$ cat src/rtl/pbus_pkg.sv
package pbus_pkg;

  typedef enum logic [1:0] {
    PH_IDLE    = 2'd0,
    PH_SETUP   = 2'd1,
    PH_STROBE  = 2'd2,
    PH_RECOVER = 2'd3
  } phase_e;

  typedef enum logic [1:0] {
    OP_WRITE = 2'd0,
    OP_RD_ID = 2'd1,
    OP_RD_FM = 2'd2
  } op_e;

  function automatic int max_of3(input int a, input int b, input int c);
    int m;
    m = (a > b) ? a : b;
    return (m > c) ? m : c;
  endfunction

  function automatic int min_of3(input int a, input int b, input int c);
    int m;
    m = (a < b) ? a : b;
    return (m < c) ? m : c;
  endfunction

endpackage

$ cat src/rtl/pbus_rst_sync.sv
module pbus_rst_sync (
  input  logic clk,
  input  logic arst_n,
  output logic srst_n
);
  logic [1:0] sync_q;

  always_ff @(posedge clk or negedge arst_n) begin
    if (!arst_n) sync_q <= 2'b00;
    else         sync_q <= {sync_q[0], 1'b1};
  end

  assign srst_n = sync_q[1];
endmodule

$ cat src/rtl/pbus_len_sel.sv
// Picks the length (minus one) of a phase for a given cycle type.
module pbus_len_sel
  import pbus_pkg::*;
#(
  parameter int WR_SU = 2,
  parameter int WR_LO = 2,
  parameter int WR_HI = 3,
  parameter int ID_SU = 6,
  parameter int ID_LO = 6,
  parameter int ID_HI = 14,
  parameter int FM_SU = 45,
  parameter int FM_LO = 45,
  parameter int FM_HI = 12,
  parameter int CW    = 6
) (
  input  op_e           op,
  input  phase_e        ph,
  output logic [CW-1:0] len_m1
);
  always_comb begin
    len_m1 = '0;
    unique case (ph)
      PH_SETUP: begin
        unique case (op)
          OP_RD_ID: len_m1 = CW'(ID_SU - 1);
          OP_RD_FM: len_m1 = CW'(FM_SU - 1);
          default:  len_m1 = CW'(WR_SU - 1);
        endcase
      end
      PH_STROBE: begin
        unique case (op)
          OP_RD_ID: len_m1 = CW'(ID_LO - 1);
          OP_RD_FM: len_m1 = CW'(FM_LO - 1);
          default:  len_m1 = CW'(WR_LO - 1);
        endcase
      end
      PH_RECOVER: begin
        unique case (op)
          OP_RD_ID: len_m1 = CW'(ID_HI - 1);
          OP_RD_FM: len_m1 = CW'(FM_HI - 1);
          default:  len_m1 = CW'(WR_HI - 1);
        endcase
      end
      default: len_m1 = '0;
    endcase
  end
endmodule

$ cat src/rtl/pbus_ctrl.sv
// Phase sequencer: phase register, down-counter, registered pin controls.
module pbus_ctrl
  import pbus_pkg::*;
#(
  parameter int WR_SU = 2,
  parameter int WR_LO = 2,
  parameter int WR_HI = 3,
  parameter int ID_SU = 6,
  parameter int ID_LO = 6,
  parameter int ID_HI = 14,
  parameter int FM_SU = 45,
  parameter int FM_LO = 45,
  parameter int FM_HI = 12
) (
  input  logic clk,
  input  logic rst_n,
  input  logic req_valid,
  input  logic req_read,
  input  logic req_fm,
  output logic req_ready,
  output logic accept,
  output logic capture,
  output logic cs_n,
  output logic wr_n,
  output logic rd_n,
  output logic oe
);
  localparam int LMAX = max_of3(max_of3(WR_SU, WR_LO, WR_HI),
                                max_of3(ID_SU, ID_LO, ID_HI),
                                max_of3(FM_SU, FM_LO, FM_HI));
  localparam int CW = (LMAX < 2) ? 1 : $clog2(LMAX);

  phase_e        ph_q, ph_n;
  op_e           op_q, op_n, req_op;
  logic [CW-1:0] cnt_q, cnt_n, len_m1;
  logic          last;
  logic          cs_n_n, wr_n_n, rd_n_n, oe_n;

  assign last      = (cnt_q == '0);
  assign req_op    = !req_read ? OP_WRITE : (req_fm ? OP_RD_FM : OP_RD_ID);
  assign req_ready = (ph_q == PH_IDLE) || ((ph_q == PH_RECOVER) && last);
  assign accept    = req_valid && req_ready;
  assign capture   = (ph_q == PH_STROBE) && last && (op_q != OP_WRITE);

  // next phase and cycle type
  always_comb begin
    ph_n = ph_q;
    op_n = op_q;
    unique case (ph_q)
      PH_IDLE: begin
        if (req_valid) begin
          ph_n = PH_SETUP;
          op_n = req_op;
        end
      end
      PH_SETUP:  if (last) ph_n = PH_STROBE;
      PH_STROBE: if (last) ph_n = PH_RECOVER;
      PH_RECOVER: begin
        if (last) begin
          if (req_valid) begin
            ph_n = PH_SETUP;
            op_n = req_op;
          end else begin
            ph_n = PH_IDLE;
          end
        end
      end
      default: ph_n = PH_IDLE;
    endcase
  end

  pbus_len_sel #(
    .WR_SU(WR_SU), .WR_LO(WR_LO), .WR_HI(WR_HI),
    .ID_SU(ID_SU), .ID_LO(ID_LO), .ID_HI(ID_HI),
    .FM_SU(FM_SU), .FM_LO(FM_LO), .FM_HI(FM_HI),
    .CW(CW)
  ) len_i (
    .op    (op_n),
    .ph    (ph_n),
    .len_m1(len_m1)
  );

  // next counter value
  always_comb begin
    cnt_n = cnt_q;
    if (ph_n != ph_q)  cnt_n = len_m1;
    else if (!last)    cnt_n = cnt_q - CW'(1);
  end

  // next pin values, decoded from the next phase so the pins are flops
  always_comb begin
    cs_n_n = (ph_n == PH_IDLE);
    wr_n_n = !((ph_n == PH_STROBE) && (op_n == OP_WRITE));
    rd_n_n = !((ph_n == PH_STROBE) && (op_n != OP_WRITE));
    oe_n   = (ph_n != PH_IDLE) && (op_n == OP_WRITE);
  end

  always_ff @(posedge clk or negedge rst_n) begin
    if (!rst_n) begin
      ph_q  <= PH_IDLE;
      op_q  <= OP_WRITE;
      cnt_q <= '0;
      cs_n  <= 1'b1;
      wr_n  <= 1'b1;
      rd_n  <= 1'b1;
      oe    <= 1'b0;
    end else begin
      ph_q  <= ph_n;
      op_q  <= op_n;
      cnt_q <= cnt_n;
      cs_n  <= cs_n_n;
      wr_n  <= wr_n_n;
      rd_n  <= rd_n_n;
      oe    <= oe_n;
    end
  end
endmodule

$ cat src/rtl/pbus_dpath.sv
// Write word / D-C holding register and read capture register.
module pbus_dpath #(
  parameter int DW = 16
) (
  input  logic          clk,
  input  logic          rst_n,
  input  logic          accept,
  input  logic [DW-1:0] req_wdata,
  input  logic          req_data,
  input  logic          capture,
  input  logic [DW-1:0] bus_din,
  output logic [DW-1:0] bus_dout,
  output logic          bus_dc,
  output logic [DW-1:0] rd_data,
  output logic          rd_valid
);
  always_ff @(posedge clk or negedge rst_n) begin
    if (!rst_n) begin
      bus_dout <= '0;
      bus_dc   <= 1'b0;
    end else if (accept) begin
      bus_dout <= req_wdata;
      bus_dc   <= req_data;
    end
  end

  always_ff @(posedge clk or negedge rst_n) begin
    if (!rst_n)       rd_data <= '0;
    else if (capture) rd_data <= bus_din;
  end

  always_ff @(posedge clk or negedge rst_n) begin
    if (!rst_n) rd_valid <= 1'b0;
    else        rd_valid <= capture;
  end
endmodule

$ cat src/rtl/pbus_master.sv
module pbus_master #(
  parameter int DW    = 16,
  parameter int WR_SU = 2,
  parameter int WR_LO = 2,
  parameter int WR_HI = 3,
  parameter int ID_SU = 6,
  parameter int ID_LO = 6,
  parameter int ID_HI = 14,
  parameter int FM_SU = 45,
  parameter int FM_LO = 45,
  parameter int FM_HI = 12
) (
  input  logic          clk,
  input  logic          rst_n,
  input  logic          req_valid,
  output logic          req_ready,
  input  logic          req_read,
  input  logic          req_fm,
  input  logic          req_data,
  input  logic [DW-1:0] req_wdata,
  output logic          rd_valid,
  output logic [DW-1:0] rd_data,
  output logic          bus_cs_n,
  output logic          bus_dc,
  output logic          bus_wr_n,
  output logic          bus_rd_n,
  output logic [DW-1:0] bus_dout,
  output logic          bus_oe,
  input  logic [DW-1:0] bus_din
);
  logic rst_sync_n;
  logic accept;
  logic capture;

  pbus_rst_sync rst_i (
    .clk   (clk),
    .arst_n(rst_n),
    .srst_n(rst_sync_n)
  );

  pbus_ctrl #(
    .WR_SU(WR_SU), .WR_LO(WR_LO), .WR_HI(WR_HI),
    .ID_SU(ID_SU), .ID_LO(ID_LO), .ID_HI(ID_HI),
    .FM_SU(FM_SU), .FM_LO(FM_LO), .FM_HI(FM_HI)
  ) ctrl_i (
    .clk      (clk),
    .rst_n    (rst_sync_n),
    .req_valid(req_valid),
    .req_read (req_read),
    .req_fm   (req_fm),
    .req_ready(req_ready),
    .accept   (accept),
    .capture  (capture),
    .cs_n     (bus_cs_n),
    .wr_n     (bus_wr_n),
    .rd_n     (bus_rd_n),
    .oe       (bus_oe)
  );

  pbus_dpath #(.DW(DW)) dpath_i (
    .clk      (clk),
    .rst_n    (rst_sync_n),
    .accept   (accept),
    .req_wdata(req_wdata),
    .req_data (req_data),
    .capture  (capture),
    .bus_din  (bus_din),
    .bus_dout (bus_dout),
    .bus_dc   (bus_dc),
    .rd_data  (rd_data),
    .rd_valid (rd_valid)
  );
endmodule

$ cat config.mk
export PLATFORM = sky130hd
export DESIGN_NAME = pbus_master
export DESIGN_NICKNAME = d
export VERILOG_FILES = /design/src/rtl/pbus_pkg.sv /design/src/rtl/pbus_rst_sync.sv /design/src/rtl/pbus_len_sel.sv /design/src/rtl/pbus_ctrl.sv /design/src/rtl/pbus_dpath.sv /design/src/rtl/pbus_master.sv
export SDC_FILE = /design/constraint.sdc
export NUM_CORES = 1
export LEC_CHECK = 0
export CAP_MARGIN = 15
export CORE_ASPECT_RATIO = 2
export CORE_MARGIN = 5
export CORE_UTILIZATION = 45
export DETAILED_ROUTE_END_ITERATION = 10
export PLACE_DENSITY = 0.84
export SETUP_SLACK_MARGIN = 0.2
export SLEW_MARGIN = 10
export SYNTH_ARGS = -nofsm -noshare
export SYNTH_HDL_FRONTEND = slang
export SYNTH_SLANG_ARGS = --single-unit
$ cat constraint.sdc
create_clock -name clk -period 5.5 [get_ports clk]
set_clock_uncertainty 0.15 [all_clocks]
set_input_delay 1.1 -clock clk [delete_from_list [all_inputs] [get_ports clk]]
set_output_delay 1.1 -clock clk [all_outputs]
set_load 0.005 [all_outputs]
==> flow_metrics.py <==
metrics = {
    "run_status": {
        "status": "complete, no violations",
    },
    "cells_and_area": {
        "fillers": 398,
        "n_antenna_cell": 0,
        "seqCellArea_mm2": 0.00126,
        "final_cell_count_no_fill": 316,
        "final_layout_size_suffix_gt1_frac": 0.221,
        "multiInputGateArea_mm2": 0.00104,
        "area_growth_syn_to_layout_pct": 37.2,
        "fin_nets": 306,
    },
    "grt": {
        "antenna_found_initial": 0,
        "grt_pass1_wl_um": 8460,
        "grt_max_degree": 49,
        "grt_pass1_vias": 1762,
        "grt.overflow.total": 0,
        "grtUsageTotal": 0.163,
    },
    "run": {
        "maxCapViolCount": 0,
    },
    "placed_design": {
        "dp_hpwl_um": 4110,
        "io_buffers": 76,
        "globalplace.congestion": 0.866,
        "dp.cells": 307,
    },
    "synthesis": {
        "synthTopCellsByArea": "dfrtp_1, mux2_2, ha_1",
        "syn_inst": 179,
        "synth_top_area_share": 0.493,
        "synth_seq_area_share": 0.526,
        "synth-seq-cells": 50,
        "yosys_warnings": 0,
        "synth_area_mm2": 0.00239,
        "avgSynthCellArea_um2": 13.3,
        "synth_area_leader_cell": "dfrtp_1",
        "synth_ff_type": "dfrtp_1",
        "syn_nets": 228,
        "synth-edff-count": 0,
        "synth-async-reset-ratio": 1.00,
        "ys_types": 47,
    },
    "clocking": {
        "cts_tree": "done",
        "cts.hold.buffers_added": 0,
        "post_cts_buffers": 0,
        "cts.path.max_buffers": 2,
        "h-tree-depth": 2,
        "clock-sinks": 50,
        "path_clk_slew_ns": 0.09,
        "cts_root_buf": "clkbuf_8",
        "numCtsBuffers": 5,
        "cts_resized": 0,
        "clk_latency_ns": 0.30,
    },
    "setup_path": {
        "cp_max_fo": 21,
        "cp-start-kind": "flop",
        "criticalPathCategory": "flop to flop",
        "cp.required_ns": 5.59,
        "worst_ep_arrival_time_ns": 3.85,
        "cp-end-kind": "flop",
    },
    "timing": {
        "drv_slew": 0,
        "slew_headroom": 0.380,
        "setup_violations": 0,
        "finalSetupTns_ns": 0,
        "min_period_ns": 3.76,
        "rsz0062_at_grt": "no",
        "final_hold_viol_count": 0,
        "fin_crit_sh": 0.684,
        "fmax_mhz": 266,
        "worst_slew_pin_slew_ns": 0.929,
    },
    "pwr": {
        "peakVddDrop_mv": 0.356,
        "leakage_nw": 1.40,
        "power.density_mw_per_mm2": 538,
    },
    "routing": {
        "wl_per_cell_um": 16.8,
        "drtIter0Drc": 37,
        "num_vias": 1698,
        "dr.pass1.iters": 4,
        "viasPerCell": 5.37,
        "drc": 0,
        "drt-total-wl_um": 5310,
        "ant_nets": 0,
    },
    "hold_path": {
        "hold_path_class": "flop to asynchronous set/reset pin",
    },
    "floorplan": {
        "die_w_um": 61.5,
        "rows": 37,
        "die_area_mm2": 0.00695,
        "coreArea_mm2": 0.00514,
        "boundaryPins": 77,
        "start_util": 0.464,
        "die_y_um": 113,
    },
}
[worst max-delay path, stage by stage (launching register included)]
cell and delay, ns:
dfrtp_1 0.43, inv_1 0.10, ha_1 0.26, or2b_2 0.42, nor2_8 0.19, a21oi_1 0.13
nor2_2 0.73, a32oi_1 0.32, ha_1 0.39, nand4b_1 0.20, o22ai_1 0.22, mux2_4 0.17
[power by group]
part           total [W]  internal [W]  switching (W)
Sequential      0.000594      0.000510      0.0000839
Combinational   0.000959      0.000537       0.000422
Clock           0.000209     0.0000903       0.000119
[placed cells by master (no fill, tap or decap), types with 4 or more instances in the layout]
master / n
dfrtp_1: 46
clkdlybuf4s50_1: 76
mux2_2: 31
nor2_1: 9
clkbuf_8: 5
inv_1: 10
a21oi_1: 5
xnor2_1: 4
ha_1: 11
[worst paths after layout]
kind / start / end / slack [ns] / depth (start not counted)
max: ctrl_i.cnt_q[0]$_DFFE_PN0P_ / ctrl_i.cnt_q[3]$_DFFE_PN0P_ / 1.74 / 11
min: rst_i.sync_q[1]$_DFF_PN0_ / dpath_i.rd_data[4]$_DFFE_PN0P_ / 0.03 / 0
max reg2reg: ctrl_i.cnt_q[0]$_DFFE_PN0P_ / ctrl_i.cnt_q[3]$_DFFE_PN0P_ / 1.74 / 11
min reg2reg: rst_i.sync_q[1]$_DFF_PN0_ / dpath_i.rd_data[4]$_DFFE_PN0P_ / 0.03 / 0
max in group asynchronous: rst_n / rst_i.sync_q[1]$_DFF_PN0_ / 4.26 / 1
min in group clk: rst_i.sync_q[0]$_DFF_PN0_ / rst_i.sync_q[1]$_DFF_PN0_ / 0.21 / 0
[area by class of cell]
type / count / area share
clock buffers: 7 / 0.0233
clock inverters: 1 / 0.00229
inverters: 10 / 0.0115
multi-input cells: 113 / 0.319
flip-flops and latches: 50 / 0.384
well taps: 58 / 0.0222
repair buffers: 77 / 0.238
[synth_stat cells, types with 2 or more instances]
master,number
buf_4,3
nor2_1,9
mux2i_1,2
a31oi_1,3
mux2_2,31
mux2_4,3
a32oi_1,3
mux2_1,2
dfstp_2,3
a32o_1,2
o21ai_0,2
nor4_1,2
nand2_1,2
nor3_1,3
ha_1,11
inv_1,10
a21oi_1,5
buf_6,2
dfrtp_1,47
xnor2_1,4
nor2b_1,3
and2_2,2
[per-stage QoR]
| step | hold WS, ns | total power [W] | setup WS [ns] | instance area, um^2 | util |
|---|---|---|---|---|---|
| 6_report | 0.0291 | 0.00176 | 1.74 | 3270 | 0.637 |
| 3_3_place_gp | 0.188 | 0.00154 | 1.55 | 3170 | 0.617 |
| 4_1_cts | 0.218 | 0.00178 | 1.70 | 3250 | 0.633 |
| 5_1_grt | 0.0634 | 0.00189 | 1.46 | 3270 | 0.637 |
| 2_1_floorplan | 0.181 | 0.00121 | 2.65 | 2390 | - |
| 3_5_place_dp | 0.196 | 0.00157 | 1.45 | 3170 | 0.617 |
[state kept, by name, indices dropped and copies added (netlist names)]
signal,count
ctrl_i.wr_n,1
ctrl_i.oe,1
dpath_i.rd_valid,1
rst_i.sync_q,2
ctrl_i.cs_n,1
ctrl_i.cnt_q,6
dpath_i.bus_dout,16
dpath_i.bus_dc,1
ctrl_i.ph_q,2
ctrl_i.op_q,2
ctrl_i.rd_n,1
dpath_i.rd_data,16
[layer usage]
metal  vias to the layer above  global-route usage  routed length (um)  share of wire
li1                        794                   -                   -              -
met2                        61               0.295                3000           0.57
met1                       826               0.161                1760           0.33
met4                         0               0.105                 261          0.049
met3                        17              0.0183                 282          0.053
met5                         -                   0                   0              0
[cells by family (layout without fill, tap and decap cells)]
logic type / Yosys count / count (layout) / share of synthesized area
flops: 50 / 50 / 0.526
simple gates: 34 / 34 / 0.0939
compound gates: 25 / 25 / 0.0865
fa+ha+maj: 11 / 11 / 0.0577
xor+xnor: 4 / 4 / 0.0147
mux: 38 / 38 / 0.183
buf+inv: 16 / 95 / 0.0367
other cells: 1 / 1 / 0.00157
(Power assumes the default switching activity.)
